**config.mk**
```make
export PLATFORM = sky130hd
export DESIGN_NAME = subcarrier_costas_demod
export DESIGN_NICKNAME = d
export VERILOG_FILES = /design/src/rtl/sc_demod_pkg.sv /design/src/rtl/sc_nco.sv /design/src/rtl/sc_costas_pd.sv /design/src/rtl/sc_loop_filter.sv /design/src/rtl/sc_lock_det.sv /design/src/rtl/subcarrier_costas_demod.sv
export SDC_FILE = /design/constraint.sdc
export NUM_CORES = 1
export LEC_CHECK = 0
export ABC_AREA = 1
export BUFFER_PORTS_ARGS = -buffer_cell sky130_fd_sc_hd__buf_2
export CAP_MARGIN = 5
export CORE_UTILIZATION = 30
export CTS_BUF_LIST = sky130_fd_sc_hd__clkbuf_16
export DETAILED_ROUTE_END_ITERATION = 16
export GPL_ROUTABILITY_DRIVEN = 0
export SLEW_MARGIN = 10
export SYNTH_ARGS = -nofsm -noshare
export SYNTH_HDL_FRONTEND = slang
export SYNTH_HIERARCHICAL = 1
export SYNTH_SLANG_ARGS = --single-unit
```
**constraint.sdc**
```tcl
create_clock -name clk -period 14.1 [get_ports clk]
set_input_delay 2.115 -clock clk [delete_from_list [all_inputs] [get_ports clk]]
set_output_delay 2.115 -clock clk [all_outputs]
set_load 0.1 [all_outputs]
```
**src/rtl/sc_demod_pkg.sv**
```systemverilog
package sc_demod_pkg;

    function automatic int sat_sym(input int v, input int lim);
        if (v > lim) return lim;
        if (v < -lim) return -lim;
        return v;
    endfunction

    function automatic int abs_int(input int v);
        return (v < 0) ? -v : v;
    endfunction

endpackage

```
**src/rtl/sc_nco.sv**
```systemverilog
module sc_nco #(
    parameter int PERIOD  = 76,
    parameter int MAX_ADJ = 4,
    parameter int LEN_W   = 7,
    parameter int ADJ_W   = 5
) (
    input  logic                    clk,
    input  logic                    rst,
    input  logic signed [ADJ_W-1:0] adj_i,
    output logic                    last_o,
    output logic                    i_ref_o,
    output logic                    q_ref_o
);
    typedef struct packed {
        logic [LEN_W-1:0] cnt;
        logic [LEN_W-1:0] len;
    } nco_t;

    nco_t st_d, st_q;
    logic [LEN_W-1:0] half, qtr;
    int next_len;

    always_comb begin
        st_d     = st_q;
        half     = st_q.len >> 1;
        qtr      = st_q.len >> 2;
        last_o   = (st_q.cnt == st_q.len - 1'b1);
        i_ref_o  = (st_q.cnt < half);
        q_ref_o  = (st_q.cnt >= qtr) && (st_q.cnt < qtr + half);
        next_len = PERIOD + int'(adj_i);
        if (last_o) begin
            st_d.cnt = '0;
            st_d.len = LEN_W'(next_len);
        end else begin
            st_d.cnt = st_q.cnt + 1'b1;
        end
    end

    always_ff @(posedge clk) begin
        if (rst) begin
            st_q.cnt <= '0;
            st_q.len <= LEN_W'(PERIOD);
        end else begin
            st_q <= st_d;
        end
    end

    p_len_bound_r6: assert property (@(posedge clk) disable iff (rst)
        (int'(st_q.len) >= PERIOD - MAX_ADJ) && (int'(st_q.len) <= PERIOD + MAX_ADJ));

    p_cnt_in_period_r2: assert property (@(posedge clk) disable iff (rst)
        st_q.cnt < st_q.len);

endmodule

```
**src/rtl/sc_costas_pd.sv**
```systemverilog
module sc_costas_pd #(
    parameter int PERIOD  = 76,
    parameter int MAX_ADJ = 4,
    parameter int SUM_W   = 9
) (
    input  logic                    clk,
    input  logic                    rst,
    input  logic                    din,
    input  logic                    i_ref_i,
    input  logic                    q_ref_i,
    input  logic                    last_i,
    output logic signed [SUM_W-1:0] i_sum_o,
    output logic signed [SUM_W-1:0] err_o,
    output logic                    sym_o,
    output logic                    stb_o
);
    typedef struct packed {
        logic signed [SUM_W-1:0] i_acc;
        logic signed [SUM_W-1:0] q_acc;
        logic                    sym;
        logic                    stb;
    } pd_t;

    pd_t st_d, st_q;
    logic signed [SUM_W-1:0] i_term, q_term, q_tot;

    always_comb begin
        st_d    = st_q;
        i_term  = (din == i_ref_i) ? SUM_W'(1) : -SUM_W'(1);
        q_term  = (din == q_ref_i) ? SUM_W'(1) : -SUM_W'(1);
        i_sum_o = st_q.i_acc + i_term;
        q_tot   = st_q.q_acc + q_term;
        // Costas product: quadrature sum signed by the in-phase decision
        err_o   = (i_sum_o >= 0) ? q_tot : -q_tot;
        st_d.stb = last_i;
        if (last_i) begin
            st_d.i_acc = '0;
            st_d.q_acc = '0;
            st_d.sym   = (i_sum_o >= 0);
        end else begin
            st_d.i_acc = i_sum_o;
            st_d.q_acc = q_tot;
        end
    end

    always_ff @(posedge clk) begin
        if (rst) begin
            st_q <= '0;
        end else begin
            st_q <= st_d;
        end
    end

    assign sym_o = st_q.sym;
    assign stb_o = st_q.stb;

    p_acc_bound_r3: assert property (@(posedge clk) disable iff (rst)
        (int'(st_q.i_acc) <= PERIOD + MAX_ADJ) && (int'(st_q.i_acc) >= -(PERIOD + MAX_ADJ)));

    p_acc_cleared_r2: assert property (@(posedge clk) disable iff (rst)
        stb_o |-> (st_q.i_acc == '0) && (st_q.q_acc == '0));

endmodule

```
**src/rtl/sc_loop_filter.sv**
```systemverilog
module sc_loop_filter
    import sc_demod_pkg::*;
#(
    parameter int SUM_W    = 9,
    parameter int ADJ_W    = 5,
    parameter int INT_W    = 10,
    parameter int INT_LIM  = 255,
    parameter int KP_SHIFT = 3,
    parameter int KI_SHIFT = 5,
    parameter int MAX_ADJ  = 4
) (
    input  logic                    clk,
    input  logic                    rst,
    input  logic                    last_i,
    input  logic signed [SUM_W-1:0] err_i,
    output logic signed [ADJ_W-1:0] adj_o
);
    typedef struct packed {
        logic signed [INT_W-1:0] integ;
    } lf_t;

    lf_t st_d, st_q;
    int integ_n, ctrl;

    always_comb begin
        st_d    = st_q;
        integ_n = sat_sym(int'(st_q.integ) + int'(err_i), INT_LIM);
        ctrl    = (int'(err_i) >>> KP_SHIFT) + (integ_n >>> KI_SHIFT);
        adj_o   = ADJ_W'(sat_sym(ctrl, MAX_ADJ));
        if (last_i) begin
            st_d.integ = INT_W'(integ_n);
        end
    end

    always_ff @(posedge clk) begin
        if (rst) begin
            st_q <= '0;
        end else begin
            st_q <= st_d;
        end
    end

    p_integ_sat_r6: assert property (@(posedge clk) disable iff (rst)
        (int'(st_q.integ) <= INT_LIM) && (int'(st_q.integ) >= -INT_LIM));

    p_integ_moves_at_end_r6: assert property (@(posedge clk) disable iff (rst)
        !last_i |=> $stable(st_q.integ));

endmodule

```
**src/rtl/sc_lock_det.sv**
```systemverilog
module sc_lock_det
    import sc_demod_pkg::*;
#(
    parameter int SUM_W    = 9,
    parameter int ERR_TH   = 16,
    parameter int AMP_MIN  = 38,
    parameter int LOCK_N   = 32,
    parameter int UNLOCK_N = 8
) (
    input  logic                    clk,
    input  logic                    rst,
    input  logic                    last_i,
    input  logic signed [SUM_W-1:0] i_sum_i,
    input  logic signed [SUM_W-1:0] err_i,
    output logic                    lock_o
);
    localparam int CNT_MAX = (LOCK_N > UNLOCK_N) ? LOCK_N : UNLOCK_N;
    localparam int CNT_W   = $clog2(CNT_MAX + 1);

    typedef struct packed {
        logic [CNT_W-1:0] good;
        logic [CNT_W-1:0] bad;
        logic             lock;
    } ld_t;

    ld_t st_d, st_q;
    logic good_per;

    always_comb begin
        st_d     = st_q;
        good_per = (abs_int(int'(err_i)) <= ERR_TH) && (abs_int(int'(i_sum_i)) >= AMP_MIN);
        if (last_i) begin
            if (good_per) begin
                st_d.bad  = '0;
                st_d.good = (st_q.good < CNT_W'(LOCK_N)) ? st_q.good + 1'b1 : st_q.good;
            end else begin
                st_d.good = '0;
                st_d.bad  = (st_q.bad < CNT_W'(UNLOCK_N)) ? st_q.bad + 1'b1 : st_q.bad;
            end
            if (!st_q.lock && st_d.good == CNT_W'(LOCK_N)) st_d.lock = 1'b1;
            if (st_q.lock && st_d.bad == CNT_W'(UNLOCK_N)) st_d.lock = 1'b0;
        end
    end

    always_ff @(posedge clk) begin
        if (rst) begin
            st_q <= '0;
        end else begin
            st_q <= st_d;
        end
    end

    assign lock_o = st_q.lock;

    p_cnt_bound_r8: assert property (@(posedge clk) disable iff (rst)
        (int'(st_q.good) <= LOCK_N) && (int'(st_q.bad) <= UNLOCK_N));

    p_lock_rise_needs_run_r8: assert property (@(posedge clk) disable iff (rst)
        (!st_q.lock && last_i && !good_per) |=> !st_q.lock);

endmodule

```
**src/rtl/subcarrier_costas_demod.sv**
```systemverilog
module subcarrier_costas_demod #(
    parameter int PERIOD   = 76,
    parameter int MAX_ADJ  = 4,
    parameter int KP_SHIFT = 3,
    parameter int KI_SHIFT = 5,
    parameter int INT_LIM  = 255,
    parameter int ERR_TH   = 16,
    parameter int AMP_MIN  = 38,
    parameter int LOCK_N   = 32,
    parameter int UNLOCK_N = 8,
    parameter int BIT_DIV  = 48
) (
    input  logic clk,
    input  logic rst,
    input  logic din,
    output logic sym_o,
    output logic sym_stb_o,
    output logic bit_stb_o,
    output logic lock_o
);
    localparam int LEN_W = $clog2(PERIOD + MAX_ADJ + 1);
    localparam int SUM_W = LEN_W + 2;
    localparam int ADJ_W = $clog2(MAX_ADJ + 1) + 2;
    localparam int INT_W = $clog2(INT_LIM + 1) + 2;
    localparam int DIV_W = $clog2(BIT_DIV);

    logic                    last, i_ref, q_ref;
    logic signed [ADJ_W-1:0] adj;
    logic signed [SUM_W-1:0] i_sum, err;

    sc_nco #(.PERIOD(PERIOD), .MAX_ADJ(MAX_ADJ), .LEN_W(LEN_W), .ADJ_W(ADJ_W)) u_nco (
        .clk(clk), .rst(rst), .adj_i(adj),
        .last_o(last), .i_ref_o(i_ref), .q_ref_o(q_ref)
    );

    sc_costas_pd #(.PERIOD(PERIOD), .MAX_ADJ(MAX_ADJ), .SUM_W(SUM_W)) u_pd (
        .clk(clk), .rst(rst), .din(din), .i_ref_i(i_ref), .q_ref_i(q_ref),
        .last_i(last), .i_sum_o(i_sum), .err_o(err), .sym_o(sym_o), .stb_o(sym_stb_o)
    );

    sc_loop_filter #(.SUM_W(SUM_W), .ADJ_W(ADJ_W), .INT_W(INT_W), .INT_LIM(INT_LIM),
                     .KP_SHIFT(KP_SHIFT), .KI_SHIFT(KI_SHIFT), .MAX_ADJ(MAX_ADJ)) u_lf (
        .clk(clk), .rst(rst), .last_i(last), .err_i(err), .adj_o(adj)
    );

    sc_lock_det #(.SUM_W(SUM_W), .ERR_TH(ERR_TH), .AMP_MIN(AMP_MIN),
                  .LOCK_N(LOCK_N), .UNLOCK_N(UNLOCK_N)) u_lock (
        .clk(clk), .rst(rst), .last_i(last), .i_sum_i(i_sum), .err_i(err), .lock_o(lock_o)
    );

    typedef struct packed {
        logic [DIV_W-1:0] pcnt;
        logic             bstb;
    } div_t;

    div_t dv_d, dv_q;

    always_comb begin
        dv_d      = dv_q;
        dv_d.bstb = 1'b0;
        if (last) begin
            if (dv_q.pcnt == DIV_W'(BIT_DIV - 1)) begin
                dv_d.pcnt = '0;
                dv_d.bstb = 1'b1;
            end else begin
                dv_d.pcnt = dv_q.pcnt + 1'b1;
            end
        end
    end

    always_ff @(posedge clk) begin
        if (rst) begin
            dv_q <= '0;
        end else begin
            dv_q <= dv_d;
        end
    end

    assign bit_stb_o = dv_q.bstb;

    p_reset_clears_r1: assert property (@(posedge clk)
        rst |=> (!lock_o && !sym_stb_o && !bit_stb_o && !sym_o));

    p_bit_with_sym_r10: assert property (@(posedge clk) disable iff (rst)
        bit_stb_o |-> sym_stb_o);

    p_lock_moves_at_stb_r8: assert property (@(posedge clk) disable iff (rst)
        (!$past(rst) && (lock_o != $past(lock_o))) |-> sym_stb_o);

    p_stb_single_r2: assert property (@(posedge clk) disable iff (rst)
        sym_stb_o |=> !sym_stb_o);

endmodule

```
# Yosys cells after proc, flatten, opt, wreduce, memory -nomap -nowiden

Index checks and enable logic that the tools add are counted.

Bits in registers: 64
Latch bits: 0
Memory bits (writable): 0
ROM bits: 0
Input port bits: 3
Output and inout bits: 4
Word-level logic and storage cells: 83
Memories kept: 0

$add $sub $neg: 14
$mul: 0
Divide/modulo/power cells: 0
Order comparisons: 14
Eq/ne operators: 6
Shifts and indexed selects: 0
Muxes and demuxes: 27
Bitwise gates (word level): 1
Reduce and logical (&&, ||, !) cells: 9

Operator list:

| cell                                                            | number |
|---|---|
| two-way mux 32 bit                                              | 5 |
| negation 9 -> 32 bit                                            | 2 |
| >= comparator 32 x 7 -> 1 bit, second input constant            | 1 |
| > comparator 32 x 9 -> 1 bit, second input constant             | 1 |
| less-or-equal comparator 32 x 6 -> 1 bit, second input constant | 1 |
| less-than comparator 32 x 9 -> 1 bit, second input constant     | 1 |
| adder 6 x 27 -> 28 bit                                          | 1 |
| > comparator 28 x 4 -> 1 bit, second input constant             | 1 |
| less-than comparator 28 x 3 -> 1 bit, second input constant     | 1 |
| two-way mux 9 bit                                               | 3 |
| two-way mux 12 bit                                              | 2 |
| adder 6 x 1 -> 6 bit, second input constant                     | 3 |
| adder 9 bit                                                     | 2 |
| less-than comparator 9 x 1 -> 1 bit, second input constant      | 2 |
| two-way mux 6 bit                                               | 3 |
| two-way mux 5 bit                                               | 3 |
| == test 6 bit, second input constant                            | 2 |
| adder 10 x 9 -> 11 bit                                          | 1 |
| >= comparator 9 x 1 -> 1 bit, second input constant             | 1 |
| two-way mux 1 bit                                               | 9 |
| negation 9 bit                                                  | 1 |
| two-way mux 8 bit                                               | 1 |
| adder 5 x 6 -> 7 bit                                            | 1 |
| adder 7 x 1 -> 7 bit, second input constant                     | 1 |
| other kinds (17)                                                | 22 |

# Depth between registers and ports, before layout

Word-level depth: 21
Gate-level depth with buffers: 65

# Hierarchy

Netlist, hierarchy kept.

By module, submodules not included:

| module                  | instances | cells an instance | area each (sq um) |
|---|---|---|---|
| sc_loop_filter          | 1         | 272               | 1715.4 |
| sc_costas_pd            | 1         | 239               | 1650.3 |
| sc_nco                  | 1         | 218               | 1535.2 |
| sc_lock_det             | 1         | 161               | 1076.0 |
| subcarrier_costas_demod | 1         | 49                | 320.3 |

# Worst setup path before layout

OpenSTA, ideal clock, no wires.

Path type: in2reg
Start: input din
End: register u_nco.st_q, in the netlist u_nco/half[3]
Library setup time: 0.064 ns
Data arrival time: 8.043 ns
Required time: 14.036 ns
Setup slack: 5.993 ns
Cell stages on the path: 47
Path through: xnor2_1 > inv_1 > ha_1 > nand2_1 > nand2_1 > inv_2 > nand2_1 > nand2_1 > nand2_1 > nand3_1 > nor2_1 > nand2_1 > nand3_1 > nand2_1 > inv_1 > ha_1 > nand2_1 > inv_1 > (+11 left out) > fa_1 > nand3b_1 > nand2_1 > nand3_1 > nand2_1 > inv_1 > fa_1 > nand3_1 > nor2_1 > nand2_1 > nor2_1 > nand2_1 > inv_1 > ha_1 > ha_1 > nand4_1 > nand2_1 > nor2_1

RTL lines:

| item                 | line                          | text |
|---|---|---|
| from (decl)          | subcarrier_costas_demod.sv:15 | `input logic din,` |
| to (signal assigned) | sc_nco.sv:44                  | `st_q <= st_d;` |
| to (decl)            | sc_nco.sv:19                  | `nco_t st_d, st_q;` |

==> results.txt <==
The cell row count is 52. The clock sink total is 64. The overall via count from detail_route is 5560. The post-synthesis xor/xnor area fraction came out at 0.0532.

The share of Yosys cell area claimed by the top area cell type came out at 0.203. The floorplan step defined a die boundary enclosing 0.0216 mm^2. The period utilization came out at 0.641. The adder-cell area share of the yosys netlist came out at 0.187.

Derived from the worst setup path, the maximum achievable clock frequency is 111 MHz. The number of failing setup endpoints in the final timing report is 0. In the synthesized netlist the dominant register cell turns out to be dfxtp_1. The post-CTS setup buffer count came out at 0. Setup repair after global routing left no endpoint under its margin. The number of buffers added by the clock tree synthesis step came out at 9. The met1 routing resource usage after global routing came out at 0.174. The via count normalized by instance count is 4.53. The placeable core region came out at 0.0204 mm^2. The diode insertion count for antenna repair is 0. The smallest clock period supported by the final layout is computed as 9.04 ns.

The largest net degree at the start of global routing came out at 39. The count of final hold-check violations is 0. The synthesis warning total came out at 6. The slew at the pin closest to its max-slew limit is 0.658 ns.

The first-pass GRT wire length came out at 24100 um. The post-synthesis compound-gate area fraction came to 0.0892. The final hold slack is 0.449 ns. After global routing, the most crowded layer is met2. The effective utilization at floorplan is 0.308. The via count of the first global-routing pass came to 5348. The largest total area in the synthesized netlist belongs to dfxtp_1. The H-tree depth is 3.

The sum of net half-perimeters after detailed placement came out at 10800 um. The global-route met3 utilization came out at 0.0121. The clock latency on the worst-skew pair is 0.33 ns. The startpoint class of the critical path is a register.

The number of max-cap violations is 0. The netlist area before placement came out at 0.00630 mm^2. The number of cells on the worst reg-to-reg path is 61.

The proportion of register bits with asynchronous set or reset after synthesis came out at 0. The path class of the tightest hold or removal check is reg2reg. The mean cell area of the mapped netlist is 6.71 um^2.

The filler cell count in the final layout is 2223. The remaining max-slew budget at the tightest pin is 0.561. The final-report max-slew violation count came to 0.

The cell sitting at the root of the clock tree is a clkbuf_16. TritonCTS built the clock tree. The largest vdd supply drop is 149 uV.

The static leakage came out at 3.59 nW. The sequential area share after synthesis is 0.203. After detailed routing, the total wire length is 13500 um. The post-CTS resize count came out at 0.

The all-layer global routing usage came out at 0.134. The detailed router finished its first iteration with 262 violations. The clock skew after layout came out at 0.00632 ns. The run finished with clean final reports. The number of antenna violations at the first check in global routing came out at 0. The data required time at the worst endpoint is 14.37 ns.

The top-level I/O count is 7. By area the synthesized netlist is led by dfxtp_1, nand2_1, ha_1, inv_1, nand3_1. The share of final-layout standard cells stronger than drive strength 1 is 0.111. The buffer levels on the longest clock path came out at 2. Compared with the post-synthesis result, the final layout area differs by 10.9%.

In this run, post-CTS hold repair placed 0 buffers. The synthesized instance count came out at 939. Yosys mapped a number of flops with a built-in enable equal to 0. Leaving out fill and tap cells, the most frequent cell in the layout is nand2_1. The final routed wire length divided by cell count came out at 11.0 um. The chip width is 147 um.

The share of cell area taken by muxes after synthesis came out at 0. Counting distinct cell types in the post-synthesis netlist gives 50. The post-route DRC violation count came out at 0. The total negative slack for setup checks is 0 ns. STA classifies the critical path endpoint as a register.

Leaving out fill and tap cells, the most frequent cells in the layout are nand2_1, inv_1, nor2_1. For this design, the slowest cell found on the critical path is fa_1. The die is 147 um tall. The maximum single-stage delay on the critical path came out at 0.51 ns.

In the global route stage, met2 resource usage came out at 0.234. The number of nets produced by synthesis is 1027. After synthesis, the largest family of logic cells by area is simple AND/OR/NAND/NOR gates. The power per cell area is 249 mW/mm^2.

In this run the tool buffered the top-level ports with 6 buffer cells. In this run, synthesis produced a sequential element count of 64. The post-CTS clock slew at the launch and capture registers of the worst setup and hold paths came out at 0.06 ns. The number of nets in the finished design came out at 1041. The number of stages on the worst hold path came out at 2.

The type of the worst setup path is reg2reg. The data arrival time of the critical path is 9.31 ns. The most prevalent standard cell on the critical path is nand2_1. Once detail routing completed, the nets flagged for antenna violations numbered 0. The pre-antenna-repair detailed-routing pass consisted of 5 iterations. The largest fanout of any net on the critical path came out at 13. The aggregate global routing overflow is 0.

The basic-gate share of the synthesized area counting and, or, nand and nor cells came out at 0.361.
## metal layers
layer	vias to the layer above	routed length, um
met5	-	0
met3	11	220
met1	2495	6760
met4	0	159
met2	54	6320
li1	3000	-
## power by group
part / leakage (nW) / switching (mW) / internal [mW] / total [mW]
Clock: 0.162 / 0.0818 / 0.173 / 0.255
Combinational: 2.90 / 0.838 / 0.445 / 1.28
Sequential: 0.521 / 0.00850 / 0.196 / 0.205
## critical path, delay by kind of cell, from the launching register on
family                     cells  cell delay, ns
and+or+nand+nor               36            3.21
adders and majority gates      9            2.89
buffers and inverters          9            1.26
AOI/OAI and AO/OA              5            0.73
DFF                            1            0.47
xor gates and xnor gates       2            0.38
## kinds of logic (layout without fill, tap and decap cells)
group / after synthesis / in the layout
DFF: 64 / 64
and+or+nand+nor: 490 / 490
AOI/OAI and AO/OA: 95 / 95
buffers and inverters: 171 / 190
adders and majority gates: 85 / 85
xor gates and xnor gates: 34 / 34
## final cells by class
type | instances | area (um^2) | area share
Sequential cell | 64 | 1280 | 0.183
Clock inverter | 7 | 119 | 0.0170
Clock buffer | 9 | 225 | 0.0322
Timing Repair Buffer | 7 | 37.5 | 0.00537
Tap cell | 270 | 338 | 0.0484
Inverter | 167 | 634 | 0.0908
Multi-Input combinational cell | 704 | 4350 | 0.623
## through the flow
stage	worst slack, ns	util	area [um^2]	total power [mW]	instances
after floorplan	5.99	-	6300	1.23	939
after global placement	5.19	0.325	6640	1.49	1212
after detailed placement	5.08	0.325	6640	1.48	1212
after CTS	5.02	0.342	6980	1.75	1228
after global routing	3.91	0.342	6980	1.95	1228
final	5.06	0.342	6980	1.74	1228
## final timing paths
path,startpoint,endpoint,slack [ns]
min reg2reg,u_lock/st_q[6],u_lock/st_q[6],0.45
max,u_nco/half[2],u_nco/half[3],5.06
max reg2reg,u_nco/half[2],u_nco/half[3],5.06
min,u_lock/st_q[6],u_lock/st_q[6],0.45
## registers in the layout (all words and copies together), names as in the netlist
| name | count |
|---|---|
| u_lock/st_q | 12 |
| u_pd/st_q | 18 |
| u_nco/half | 6 |
| u_pd/stb_o | 1 |
| dv_q | 6 |
| bit_stb_o | 1 |
| u_nco/st_q | 8 |
| u_lock/lock_o | 1 |
| u_lf/st_q | 10 |
| u_pd/sym_o | 1 |
## Yosys cell counts, types with 5 or more instances
cell	number
nand2_1	239
inv_1	147
nor2_1	92
nand3_1	78
ha_1	70
dfxtp_1	64
a21oi_1	50
o21ai_0	23
nand4_1	20
nand2_2	19
xor2_1	18
inv_2	16
fa_1	15
xnor2_1	11
nand2_4	9
nand3_2	8
nor3_1	6
xor2_2	5
No activity file was read; power rests on OpenSTA's default activity.
